$ cat src/rtl/irq_pkg.sv
package irq_pkg;
  typedef enum logic [1:0] {
    REG_CAUSE_RD  = 2'd0,
    REG_CAUSE_SET = 2'd1,
    REG_MASK_SET  = 2'd2,
    REG_MASK_CLR  = 2'd3
  } irq_reg_e;
endpackage

$ cat src/rtl/irq_cause_reg.sv
module irq_cause_reg #(
  parameter int NUM_SRC = 16
) (
  input  logic               clk_i,
  input  logic               rst_ni,
  input  logic [NUM_SRC-1:0] hw_evt_i,
  input  logic [NUM_SRC-1:0] sw_set_i,
  input  logic               rd_clr_i,
  output logic [NUM_SRC-1:0] cause_o
);
  logic [NUM_SRC-1:0] cause_q, keep;

  // set sources take priority over the read-clear
  assign keep = rd_clr_i ? '0 : cause_q;

  always_ff @(posedge clk_i or negedge rst_ni)
    if (!rst_ni) cause_q <= '0;
    else         cause_q <= keep | hw_evt_i | sw_set_i;

  assign cause_o = cause_q;

  AST_READ_CLEARS: assert property (@(posedge clk_i) disable iff (!rst_ni)
    (rd_clr_i && hw_evt_i == '0 && sw_set_i == '0) |=> cause_q == '0);
  AST_EVT_SURVIVES: assert property (@(posedge clk_i) disable iff (!rst_ni)
    1'b1 |=> (cause_q & $past(hw_evt_i)) == $past(hw_evt_i));
  AST_SW_SET: assert property (@(posedge clk_i) disable iff (!rst_ni)
    1'b1 |=> (cause_q & $past(sw_set_i)) == $past(sw_set_i));
  AST_CAUSE_HOLD: assert property (@(posedge clk_i) disable iff (!rst_ni)
    (!rd_clr_i && hw_evt_i == '0 && sw_set_i == '0) |=> $stable(cause_q));
endmodule

$ cat src/rtl/irq_mask_reg.sv
module irq_mask_reg #(
  parameter int NUM_SRC = 16
) (
  input  logic               clk_i,
  input  logic               rst_ni,
  input  logic [NUM_SRC-1:0] set_i,
  input  logic [NUM_SRC-1:0] clr_i,
  output logic [NUM_SRC-1:0] mask_o
);
  logic [NUM_SRC-1:0] mask_q;

  always_ff @(posedge clk_i or negedge rst_ni)
    if (!rst_ni) mask_q <= '0;
    else         mask_q <= (mask_q | set_i) & ~clr_i;

  assign mask_o = mask_q;

  AST_MASK_SET: assert property (@(posedge clk_i) disable iff (!rst_ni)
    (clr_i == '0) |=> (mask_q & $past(set_i)) == $past(set_i));
  AST_MASK_CLR: assert property (@(posedge clk_i) disable iff (!rst_ni)
    1'b1 |=> (mask_q & $past(clr_i)) == '0);
endmodule

$ cat src/rtl/irq_line.sv
module irq_line #(
  parameter int NUM_SRC = 16
) (
  input  logic               clk_i,
  input  logic               rst_ni,
  input  logic [NUM_SRC-1:0] cause_i,
  input  logic [NUM_SRC-1:0] mask_i,
  output logic               irq_o
);
  logic irq_q;

  always_ff @(posedge clk_i or negedge rst_ni)
    if (!rst_ni) irq_q <= 1'b0;
    else         irq_q <= |(cause_i & mask_i);

  assign irq_o = irq_q;
endmodule

$ cat src/rtl/irq_cause_unit.sv
module irq_cause_unit
  import irq_pkg::*;
#(
  parameter int NUM_SRC = 16
) (
  input  logic               clk_i,
  input  logic               rst_ni,
  input  logic [NUM_SRC-1:0] hw_evt_i,
  input  logic [1:0]         addr_i,
  input  logic               wr_en_i,
  input  logic [NUM_SRC-1:0] wr_data_i,
  input  logic               rd_en_i,
  output logic [NUM_SRC-1:0] rd_data_o,
  output logic               irq_o
);
  irq_reg_e           reg_sel;
  logic [NUM_SRC-1:0] cause, mask, sw_set, m_set, m_clr;
  logic               rd_clr;

  assign reg_sel = irq_reg_e'(addr_i);
  assign rd_clr  = rd_en_i && reg_sel == REG_CAUSE_RD;
  assign sw_set  = (wr_en_i && reg_sel == REG_CAUSE_SET) ? wr_data_i : '0;
  assign m_set   = (wr_en_i && reg_sel == REG_MASK_SET)  ? wr_data_i : '0;
  assign m_clr   = (wr_en_i && reg_sel == REG_MASK_CLR)  ? wr_data_i : '0;

  always_comb begin
    rd_data_o = '0;
    if (rd_en_i) begin
      unique case (reg_sel)
        REG_CAUSE_RD: rd_data_o = cause;
        REG_MASK_SET: rd_data_o = mask;
        default:      rd_data_o = '0;
      endcase
    end
  end

  irq_cause_reg #(.NUM_SRC(NUM_SRC)) u_cause (
    .clk_i, .rst_ni, .hw_evt_i, .sw_set_i(sw_set), .rd_clr_i(rd_clr), .cause_o(cause)
  );

  irq_mask_reg #(.NUM_SRC(NUM_SRC)) u_mask (
    .clk_i, .rst_ni, .set_i(m_set), .clr_i(m_clr), .mask_o(mask)
  );

  irq_line #(.NUM_SRC(NUM_SRC)) u_line (
    .clk_i, .rst_ni, .cause_i(cause), .mask_i(mask), .irq_o
  );

  AST_IRQ_SOURCE: assert property (@(posedge clk_i) disable iff (!rst_ni)
    $rose(irq_o) |-> $past((cause & mask) != '0));
  AST_IRQ_DROP: assert property (@(posedge clk_i) disable iff (!rst_ni)
    $fell(irq_o) |-> $past((cause & mask) == '0));
  AST_EVT_UNMASKED: assert property (@(posedge clk_i) disable iff (!rst_ni)
    (mask == '0 && hw_evt_i != '0) |=> cause != '0);
endmodule

$ cat config.mk
export PLATFORM = sky130hd
export DESIGN_NAME = irq_cause_unit
export DESIGN_NICKNAME = d
export VERILOG_FILES = /design/src/rtl/irq_pkg.sv /design/src/rtl/irq_cause_reg.sv /design/src/rtl/irq_mask_reg.sv /design/src/rtl/irq_line.sv /design/src/rtl/irq_cause_unit.sv
export SDC_FILE = /design/constraint.sdc
export NUM_CORES = 1
export LEC_CHECK = 0
export BUFFER_PORTS_ARGS = -buffer_cell sky130_fd_sc_hd__clkbuf_2
export CORE_MARGIN = 2
export CORE_UTILIZATION = 40
export CTS_CLUSTER_SIZE = 8
export DETAILED_ROUTE_END_ITERATION = 8
export PLACE_DENSITY_LB_ADDON = 0.3
export SYNTH_ARGS = -nofsm -noshare
export SYNTH_HDL_FRONTEND = slang
export SYNTH_SLANG_ARGS = --single-unit
export TNS_END_PERCENT = 100
$ cat constraint.sdc
create_clock -name clk_i -period 2.2 [get_ports clk_i]
set_input_delay 0.44 -clock clk_i [delete_from_list [all_inputs] [get_ports clk_i]]
set_output_delay 0.44 -clock clk_i [all_outputs]
set_load 0.05 [all_outputs]
==> run metrics <==
status=completed; net load switching power=0.000464 W; Pre-Repair DR Iteration Count=4; clock power share=32.3%; CP Capture Type=output port; Synth warnings=0; Synth area leaders=dfrtp_1 (52%), a221o_1 (10%), mux2i_1 (10%); detailed-route DRC error count=0; Worst Path Buf+Inv=3; antenna violations before repair=0; Placed Area=0.00196 mm²; Die W=around 67 µm; Main synth FF type=dfrtp_1; root buf cell=clkbuf_8; Final Non-Filler Cells=257; CP Data Required Time=between 1.5 and 2 ns; leakage=0.956 nW; cell mode on critical path=clkbuf_2; VDD IR max=0.334 mV; total CTS buffers=5; Seq/Total Area, Yosys=approximately 52%; cell with the most instances after synthesis=dfrtp_1; initial core utilization=42.5%; crit path DAT=1.29 ns; io pins=55; DRC marker count from the first detailed-route iteration=97; Clock Tree Buf Depth=2; Via density=5.38; postcts setup bufs=0; Reg clk slew, reported paths=about 0.070 ns; crit path launch type=input port; top-area cell type share of the netlist area=51.8%; hpwl dp=roughly 2700 µm; setup_tns=0 ns; number of gates resized after cts=0; ANT cells=0; Final #Nets=~250; Setup CP Type=input port to output port; via count=roughly 1,400; Synth Register Bits=33; routed length per instance=15.5 µm; worst-skew pair later-pin latency=about 0.28 ns; asr flop ratio synth=100%; Die Area=0.00450 mm²; Fin Clk Skew=~0.0048 ns; Post-Syn Area=0.00159 mm²; Gate power share=21.2%; chip height=67.1 µm; RSZ-0062 raised after global routing=false; worst-path fanout max=34; max cap viols=0; Design Area, Final=roughly 0.0021 mm²; Total Wirelength=3980 µm; Syn Inst Count=154; Max Freq=between 0.5 and 0.6 GHz; first-pass GRT wire length=roughly 6500 µm; core area=0.00374 mm²; area grow syn2layout=29.6%; cell taking the most area after synthesis=dfrtp_1; EDFF count, synth=0; TritonCTS clock tree=built; Slew headroom=43.4%; crit path max-delay cell type=mux2i_1; top cells by count, synth=dfrtp_1 (33), nand2_1 (17), nor2_1 (17); GR Overflow Total=0; Slew @ Worst Pin=~0.85 ns; Final GP Congestion=0.713; syn nets=192; Final Max Slew Viols=0; final hold vios=0; H-tree levels=2; # setup viols final=0; Switching Share=30.0%; register share of total power=46.5%; Port Buffer Count=54; utilization after layout=55.1%; crit path time final=1.73 ns; Min-Delay Path Class=input port to asynchronous set/reset pin; largest net degree at the start of global routing=35; final worst path period share=between 70% and 80%; Total GRT Usage=approximately 19%; num rows=22; Distinct cells, synth=15; Pint=0.00108 W; Post-Place Cells=~250; Post-DRT Antenna Nets=0; crit-path max cell delay=0.24 ns; syn avg cell area=10.3 µm²; share of cells above drive strength 1=about a third; total clock sinks=33; crit-path cells=clkbuf_2 -> buf_12 -> mux2i_1 -> nor2_2 -> clkbuf_2; hold buffer count at cts=0; delay-heaviest family, CP=buffers and inverters; vias in the first global route=1,368; pwr dens=749 mW/mm²
-- area by class of cell --
| cell class | count | area (µm²) |
|---|---|---|
| clock buffers | 7 | 96.3 |
| clock inverters | 1 | 5.00 |
| fillers | 360 | 1680 |
| multi-input cells | 109 | 712 |
| flip-flops and latches | 33 | 826 |
| well taps | 48 | 60.1 |
| repair buffers | 59 | 365 |
-- through the flow --
stage          hold WS, ns  power, W  worst slack (ns)
2_1_floorplan        0.144  0.000936             0.103
3_3_place_gp         0.483   0.00105             0.374
3_5_place_dp         0.494   0.00106             0.334
4_1_cts              0.276   0.00156             0.468
5_1_grt              0.305   0.00163             0.390
6_report             0.253   0.00155             0.466
-- power by group through the flow --
stage                     Combinational, W  Clock (W)  Sequential [W]
final                             0.000328   0.000500        0.000719
after floorplan                   0.000220          0        0.000716
after CTS                         0.000331   0.000509        0.000719
after detailed placement          0.000330          0        0.000731
after global routing              0.000358   0.000547        0.000727
after global placement            0.000325          0        0.000729
-- per-layer routing --
metal | vias up | track usage (%) | part of all wire, %
li1 | 679 | - | -
met1 | 657 | 26.8 | 48
met2 | 45 | 30.0 | 45
met3 | 2 | 5.57 | 6.7
met4 | 0 | 4.59 | 0.20
met5 | - | 0 | 0
-- flip-flops by register name (all words and copies together) (netlist names) --
register,cells
u_cause.cause_o,16
u_mask.mask_o,16
u_line.irq_o,1
-- kinds of logic after synthesis --
family / share of synthesized area [%]
muxes: 10.1
AOI/OAI and AO/OA: 19.5
buffers and inverters: 4.40
and+or+nand+nor: 14.2
DFF: 51.8
-- path summary, 6_finish.rpt --
kind                                     from                   to  slack [ns]  cells past startpoint
max reg2reg                u_cause.cause_o[8]         u_line.irq_o        0.99                      3
max in group asynchronous              rst_ni    u_mask.mask_o[10]        1.41                      1
min                                    rst_ni    u_mask.mask_o[14]        0.25                      1
min reg2reg                  u_mask.mask_o[9]     u_mask.mask_o[9]        0.51                      2
min in group clk_i               hw_evt_i[13]  u_cause.cause_o[13]        0.35                      2
max                                 addr_i[1]         rd_data_o[0]        0.47                      5
-- layout by cell type (no fill, tap or decap) --
cell,instances
nand2b_1,1
nor2_2,6
clkbuf_8,7
nor2_1,11
o21ai_0,16
nand4_1,1
a221o_1,16
mux2i_1,16
nand3_1,16
buf_12,4
or2_1,1
a22o_1,4
clkinv_2,1
dfrtp_1,33
buf_4,4
clkbuf_2,51
a221oi_1,4
nand2_1,17
Note: power is estimated with default switching activity, not from simulation.
